## config.mk

```make
export PLATFORM = sky130hd
export DESIGN_NAME = irq_redir_regfile
export DESIGN_NICKNAME = d
export VERILOG_FILES = /design/src/rtl/irq_rf_pkg.sv /design/src/rtl/irq_rf_decode.sv /design/src/rtl/irq_rf_entry.sv /design/src/rtl/irq_rf_busctl.sv /design/src/rtl/irq_redir_regfile.sv
export SDC_FILE = /design/constraint.sdc
export NUM_CORES = 2
export LEC_CHECK = 0
export BUFFER_PORTS_ARGS = -buffer_cell sky130_fd_sc_hd__buf_4
export CORE_AREA = 4 4 669 671
export CTS_CLUSTER_DIAMETER = 200
export CTS_CLUSTER_SIZE = 8
export DETAILED_ROUTE_END_ITERATION = 8
export DIE_AREA = 0 0 673 675
export PLACE_DENSITY = 0.41
export SYNTH_ARGS = -nofsm -noshare
export SYNTH_HDL_FRONTEND = slang
export SYNTH_SLANG_ARGS = --single-unit
```

## constraint.sdc

```tcl
create_clock -name clk -period 3.8 [get_ports clk]
set_clock_uncertainty 0.1 [all_clocks]
set_input_delay 0.95 -clock clk [delete_from_list [all_inputs] [get_ports clk]]
set_output_delay 0.95 -clock clk [all_outputs]
set_load 0.05 [all_outputs]
```

## src/rtl/irq_rf_pkg.sv

```systemverilog
package irq_rf_pkg;

    localparam int unsigned WORD_W = 32;
    localparam int unsigned ENT_W  = 64;

    localparam logic [31:0] LO_WR_MASK   = 32'hFFFF_AFFF;
    localparam logic [31:0] LO_RESET     = 32'h0001_0000;
    localparam logic [31:0] HI_RESET     = 32'h0000_0000;
    localparam logic [31:0] VERSION_WORD = 32'h0017_0011;

    localparam int unsigned BIT_DSTAT = 12;
    localparam int unsigned BIT_RIRR  = 14;
    localparam int unsigned ID_LSB    = 24;

    localparam logic [7:0] IDX_ID       = 8'h00;
    localparam logic [7:0] IDX_VER      = 8'h01;
    localparam logic [7:0] IDX_ARB      = 8'h02;
    localparam logic [7:0] IDX_TBL_BASE = 8'h10;

    typedef enum logic [2:0] {
        WK_ID,
        WK_VER,
        WK_ARB,
        WK_LO,
        WK_HI,
        WK_BAD
    } win_kind_e;

    typedef enum logic {
        BUS_IDLE,
        BUS_RESP
    } bus_state_e;

endpackage

```

## src/rtl/irq_rf_decode.sv

```systemverilog
module irq_rf_decode
    import irq_rf_pkg::*;
#(
    parameter int unsigned N_ENT = 24,
    parameter int unsigned EIW   = 5
) (
    input  logic [7:0]     win_idx,
    output win_kind_e      kind,
    output logic [EIW-1:0] ent_idx
);

    localparam int unsigned LAST_IDX = 16 + 2 * N_ENT - 1;

    logic [7:0] rel;

    always_comb begin
        rel     = win_idx - IDX_TBL_BASE;
        ent_idx = rel[EIW:1];
        if (win_idx == IDX_ID) begin
            kind = WK_ID;
        end else if (win_idx == IDX_VER) begin
            kind = WK_VER;
        end else if (win_idx == IDX_ARB) begin
            kind = WK_ARB;
        end else if (win_idx >= IDX_TBL_BASE && win_idx <= 8'(LAST_IDX)) begin
            kind = win_idx[0] ? WK_HI : WK_LO;
        end else begin
            kind = WK_BAD;
        end
    end

endmodule

```

## src/rtl/irq_rf_entry.sv

```systemverilog
module irq_rf_entry
    import irq_rf_pkg::*;
(
    input  logic        clk,
    input  logic        rst_n,
    input  logic        wr_lo,
    input  logic        wr_hi,
    input  logic [31:0] wdata,
    input  logic        rirr_set,
    input  logic        rirr_clr,
    input  logic        dstat_set,
    input  logic        dstat_clr,
    output logic [63:0] q,
    output logic        upd
);

    logic [31:0] lo_q, hi_q, lo_d, hi_d;

    always_comb begin
        lo_d = wr_lo ? ((wdata & LO_WR_MASK) | (lo_q & ~LO_WR_MASK)) : lo_q;
        hi_d = wr_hi ? wdata : hi_q;
        // side-band strobes own the status bits; set beats clear
        if (dstat_set) begin
            lo_d[BIT_DSTAT] = 1'b1;
        end else if (dstat_clr) begin
            lo_d[BIT_DSTAT] = 1'b0;
        end
        if (rirr_set) begin
            lo_d[BIT_RIRR] = 1'b1;
        end else if (rirr_clr) begin
            lo_d[BIT_RIRR] = 1'b0;
        end
    end

    always_ff @(posedge clk) begin
        if (!rst_n) begin
            lo_q <= LO_RESET;
            hi_q <= HI_RESET;
            upd  <= 1'b0;
        end else begin
            lo_q <= lo_d;
            hi_q <= hi_d;
            upd  <= wr_lo | wr_hi;
        end
    end

    assign q = {hi_q, lo_q};

endmodule

```

## src/rtl/irq_rf_busctl.sv

```systemverilog
module irq_rf_busctl
    import irq_rf_pkg::*;
#(
    parameter int unsigned AW = 8
) (
    input  logic          clk,
    input  logic          rst_n,
    input  logic          bus_wr,
    input  logic          bus_rd,
    input  logic [AW-1:0] bus_addr,
    input  logic [31:0]   bus_wdata,
    input  win_kind_e     kind,
    input  logic [31:0]   tbl_word,
    output logic [31:0]   sel_q,
    output logic          tbl_wr_lo,
    output logic          tbl_wr_hi,
    output logic [31:0]   bus_rdata,
    output logic          bus_rvalid,
    output logic          bus_err
);

    localparam logic [AW-1:0] OFF_SEL = AW'(8'h00);
    localparam logic [AW-1:0] OFF_WIN = AW'(8'h10);

    bus_state_e  state_q, state_d;
    logic [3:0]  id_q;
    logic        hit_sel, hit_win, win_wr, rd_take, err_d;
    logic [31:0] rd_val, id_word;

    always_comb begin
        hit_sel   = (bus_addr == OFF_SEL);
        hit_win   = (bus_addr == OFF_WIN);
        win_wr    = bus_wr && hit_win;
        rd_take   = bus_rd && (hit_sel || hit_win);
        tbl_wr_lo = win_wr && (kind == WK_LO);
        tbl_wr_hi = win_wr && (kind == WK_HI);
        id_word   = {4'b0, id_q, 24'b0};
        err_d     = (win_wr && ((kind == WK_VER && bus_wdata != 32'h0) ||
                                kind == WK_ARB || kind == WK_BAD)) ||
                    (bus_rd && hit_win && kind == WK_BAD);
    end

    always_comb begin
        if (hit_sel) begin
            rd_val = sel_q;
        end else begin
            unique case (kind)
                WK_ID, WK_ARB: rd_val = id_word;
                WK_VER:        rd_val = VERSION_WORD;
                WK_LO, WK_HI:  rd_val = tbl_word;
                default:       rd_val = 32'h0;
            endcase
        end
    end

    // next-state: ACCEPT_READ / RETIRE
    always_comb begin
        unique case (state_q)
            BUS_IDLE: state_d = rd_take ? BUS_RESP : BUS_IDLE;
            BUS_RESP: state_d = rd_take ? BUS_RESP : BUS_IDLE;
            default:  state_d = BUS_IDLE;
        endcase
    end

    // state register
    always_ff @(posedge clk) begin
        if (!rst_n) begin
            state_q <= BUS_IDLE;
        end else begin
            state_q <= state_d;
        end
    end

    // outputs and architectural registers
    always_ff @(posedge clk) begin
        if (!rst_n) begin
            sel_q     <= 32'h0;
            id_q      <= 4'h0;
            bus_rdata <= 32'h0;
            bus_err   <= 1'b0;
        end else begin
            bus_err <= err_d;
            if (bus_wr && hit_sel) begin
                sel_q <= bus_wdata;
            end
            if (win_wr && kind == WK_ID) begin
                id_q <= bus_wdata[ID_LSB +: 4];
            end
            if (rd_take) begin
                bus_rdata <= rd_val;
            end
        end
    end

    assign bus_rvalid = (state_q == BUS_RESP);

endmodule

```

## src/rtl/irq_redir_regfile.sv

```systemverilog
module irq_redir_regfile
    import irq_rf_pkg::*;
#(
    parameter int unsigned N_ENT = 24,
    parameter int unsigned AW    = 8
) (
    input  logic                 clk,
    input  logic                 rst_n,
    input  logic                 bus_wr,
    input  logic                 bus_rd,
    input  logic [AW-1:0]        bus_addr,
    input  logic [31:0]          bus_wdata,
    output logic [31:0]          bus_rdata,
    output logic                 bus_rvalid,
    output logic                 bus_err,
    input  logic [N_ENT-1:0]     rirr_set,
    input  logic [N_ENT-1:0]     rirr_clr,
    input  logic [N_ENT-1:0]     dstat_set,
    input  logic [N_ENT-1:0]     dstat_clr,
    output logic [64*N_ENT-1:0]  ent_data,
    output logic [N_ENT-1:0]     ent_upd
);

    localparam int unsigned EIW = (N_ENT > 1) ? $clog2(N_ENT) : 1;

    logic [31:0]    sel_q;
    win_kind_e      kind;
    logic [EIW-1:0] ent_idx;
    logic           tbl_wr_lo, tbl_wr_hi;
    logic [63:0]    ent_q [N_ENT];
    logic [63:0]    pick;
    logic [31:0]    tbl_word;

    irq_rf_decode #(.N_ENT(N_ENT), .EIW(EIW)) u_dec (
        .win_idx (sel_q[7:0]),
        .kind    (kind),
        .ent_idx (ent_idx)
    );

    irq_rf_busctl #(.AW(AW)) u_ctl (
        .clk        (clk),
        .rst_n      (rst_n),
        .bus_wr     (bus_wr),
        .bus_rd     (bus_rd),
        .bus_addr   (bus_addr),
        .bus_wdata  (bus_wdata),
        .kind       (kind),
        .tbl_word   (tbl_word),
        .sel_q      (sel_q),
        .tbl_wr_lo  (tbl_wr_lo),
        .tbl_wr_hi  (tbl_wr_hi),
        .bus_rdata  (bus_rdata),
        .bus_rvalid (bus_rvalid),
        .bus_err    (bus_err)
    );

    for (genvar i = 0; i < N_ENT; i++) begin : g_ent
        logic hit;
        assign hit = (ent_idx == EIW'(i));
        irq_rf_entry u_ent (
            .clk       (clk),
            .rst_n     (rst_n),
            .wr_lo     (tbl_wr_lo && hit),
            .wr_hi     (tbl_wr_hi && hit),
            .wdata     (bus_wdata),
            .rirr_set  (rirr_set[i]),
            .rirr_clr  (rirr_clr[i]),
            .dstat_set (dstat_set[i]),
            .dstat_clr (dstat_clr[i]),
            .q         (ent_q[i]),
            .upd       (ent_upd[i])
        );
        assign ent_data[64*i +: 64] = ent_q[i];
    end

    always_comb begin
        pick = 64'h0;
        for (int i = 0; i < N_ENT; i++) begin
            if (ent_idx == EIW'(i)) begin
                pick = ent_q[i];
            end
        end
        tbl_word = (kind == WK_HI) ? pick[63:32] : pick[31:0];
    end

endmodule

```

==> results.py <==
metrics = {
    "min_path": {
        "min_path_type": "in2reg",
    },
    "sta": {
        "setup_tns_ns": -0.791,
        "final_hold_viol_count": 0,
        "worst_slew_pin_slew_ns": 1.26,
        "finalSetupViolCount": 13,
        "period_share_pct": 103,
        "maxSlewViolCount": 0,
        "hold_slack_ns": 0.0514,
        "fmax_mhz": 255,
        "layout_setup_ws_ns": -0.118,
        "maxSlewHeadroom_pct": 14.8,
        "period_needed_ns": 3.92,
        "grt_setup_unrepaired": "true",
    },
    "die": {
        "initial_core_util_pct": 16.1,
        "die_y_microns": 675,
        "die-area_sq_um": 454000,
        "dieWidth_microns": 673,
        "io_pins": 1734,
        "core_sq_um": 441000,
        "rows": 244,
    },
    "yosys": {
        "syn_avg_cell_area_sq_um": 7.57,
        "ys.flop_type": "dfxtp_1",
        "synthCells": 9397,
        "ys_async_sr_fraction_pct": 0,
        "synth-edff-count": 0,
        "ys_seq_elements": 1630,
        "netlist_area_sq_um": 71200,
        "ys_top_cells_by_area": "dfxtp_1 46%, nand2_1 15%, a21oi_1 12%",
        "synth.distinct_cells": 87,
        "yosys_warnings": 0,
        "yosysSeqAreaShare_pct": 45.9,
        "synth.top_cell.area_share_pct": 45.9,
        "synth_nets": 9538,
        "synth_top_area_cell": "dfxtp_1",
    },
    "drt": {
        "drc": 0,
        "ant_nets": 0,
        "dr.pass1.iters": 6,
        "wl_per_cell_microns": 49.1,
        "vias_per_cell": 5.28,
        "wl_microns": 848000,
        "vias": 91300,
        "drt_iter0_markers": 15700,
    },
    "setup_path": {
        "worst_path_most_repeated_cell": "buf_4",
        "crit_chain": "buf_4 > inv_6 > buf_4 > buf_4 > o22ai_1 > o2bb2ai_1 > a221oi_1 > o211ai_1 > nand2_1 > a21oi_1",
        "worstSetupPathType": "reg2reg",
        "cp-end-kind": "flip-flop",
        "critical_path_buf_inv_count": 4,
        "cp.arrival_ns": 4.68,
        "cp_max_fo": 29,
        "startpoint_type": "flip-flop",
        "slowest_stage": "a221oi_1",
        "path_delay_family": "compound AO/OA/AOI/OAI gates",
        "required_ns": 4.56,
        "worst_path_largest_cell_delay_ns": 1.00,
    },
    "run_status": {
        "failed_checks": "setup timing",
        "run_status": "finished with violations",
    },
    "grt": {
        "grt_max_degree": 144,
        "grt_usage_pct": 35.4,
        "grt_pass1_vias": 81000,
        "overflow": 0,
        "antenna_found_initial": 93,
        "grt_pass1_wl_microns": 1030000,
    },
    "job": {
        "drv_cap": 0,
    },
    "final_layout": {
        "fin_nets": 11500,
        "final_common_cell": "nand2_1",
        "final_cell_mix": "2744 x nand2_1, 2469 x buf_4, 1702 x a21oi_1",
        "stdcell_count": 17300,
        "drive_gt1_share_pct": 28.7,
        "final-seq-area_sq_um": 32600,
        "final.fill_count": 48700,
        "multi_input_area_sq_um": 35300,
        "area_delta_synth_final_pct": 47.6,
    },
    "pwr": {
        "ir_drop_mv": 0.405,
        "p_total_mw": 38.5,
        "p_per_area_nw_per_um2": 367,
        "leakagePower_nw": 38.6,
    },
    "clock_network": {
        "cts_tree": "yes",
        "cts_sinks": 1630,
        "clock_latency_ns": 0.98,
        "clk_path_buf_depth": 4,
        "cts-root-buf": "clkbuf_16",
        "cts_inserted_buffers": 225,
        "path_clk_slew_ns": 0.06,
        "h-tree-depth": 4,
    },
    "placed_design": {
        "portBuffers": 1733,
        "dp_hpwl_microns": 673000,
        "dp_cells": 17000,
        "gp_congestion": 1.04,
    },
}
==> final timing paths <==
| kind | slack (ns) | endpoint | from | cells past startpoint |
|---|---|---|---|---|
| max | -0.12 | u_ctl.bus_rdata[10] | u_ctl.sel_q[1] | 10 |
| min | 0.05 | g_ent[23].u_ent.lo_q[12] | dstat_set[23] | 3 |
| max reg2reg | -0.12 | u_ctl.bus_rdata[10] | u_ctl.sel_q[1] | 10 |
| min reg2reg | 0.36 | u_ctl.sel_q[22] | u_ctl.sel_q[22] | 2 |
==> worst register-to-register path: stages, from the launching register on <==
cell and delay [ns]:
dfxtp_4 0.53, buf_4 0.37, inv_6 0.29, buf_4 0.38, buf_4 0.18, o22ai_1 0.11
o2bb2ai_1 0.20, a221oi_1 1.00, o211ai_1 0.39, nand2_1 0.17, a21oi_1 0.07
==> where the power goes <==
part | leakage (nW) | switching [mW] | internal [mW] | total (mW)
logic | 22.5 | 1.52 | 0.358 | 1.88
clock network | 2.91 | 8.93 | 10.5 | 19.4
registers | 13.1 | 0.100 | 17.1 | 17.2
==> synthesized netlist by cell type (51+ instances only) <==
cell type / n
dfxtp_1: 1630
nand2_1: 2786
buf_2: 253
a221oi_1: 84
mux2i_1: 182
a22oi_1: 173
inv_1: 62
o21ai_0: 203
o221ai_1: 51
nand3_1: 397
nor2_1: 322
o22ai_1: 73
a21oi_1: 1706
clkbuf_1: 669
==> timing repair <==
action,in CTS,in global routing
resized for setup,49,31
gates cloned,1,4
endpoints found under the setup margin,22,19
hold buffers,0,0
buffers inserted,18,37
pin swaps,10,14
==> area by class of cell <==
class	count	share of cell area, %
diodes	41	0.0976
clock buffers	230	5.43
clock inverters	10	0.233
inverters	65	0.247
multi-input cells	6695	33.6
flip-flops and latches	1630	31.1
well taps	5904	7.03
repair buffers	2716	22.3
==> layer usage <==
layer  global-route usage (%)  wire length [microns]  vias up
met5                        0                    195        -
met4                     24.7                  74000       30
met3                     14.5                 107000     1627
met2                     52.3                 355000     7156
met1                     41.4                 312000    46300
li1                         -                      -    36200
==> logic make-up after synthesis <==
logic type / synth area share (%)
multiplexers: 3.84
AND/OR/NAND/NOR: 21.8
AO/OA/AOI/OAI: 22.1
buffers and inverters: 6.38
adder cells (fa/ha/maj): 0.0176
flip-flops: 45.9
==> flip-flops by register name, summed over array words and instances, names as in the netlist <==
name,cells
u_ctl.sel_q,32
g_ent.u_ent.hi_q,768
u_ctl.bus_rdata,32
g_ent.u_ent.lo_q,768
u_ctl.bus_err,1
g_ent.u_ent.upd,24
u_ctl.id_q,4
u_ctl.bus_rvalid,1
==> through the flow <==
stage	area, sq um	setup WS [ns]	utilization [%]
after floorplan	71200	0.196	-
after global placement	98000	-0.781	22.2
after detailed placement	98000	-0.812	22.2
after CTS	104000	-0.228	23.7
after global routing	105000	-0.0473	23.8
final	105000	-0.118	23.8
(Power assumes the default switching activity.)
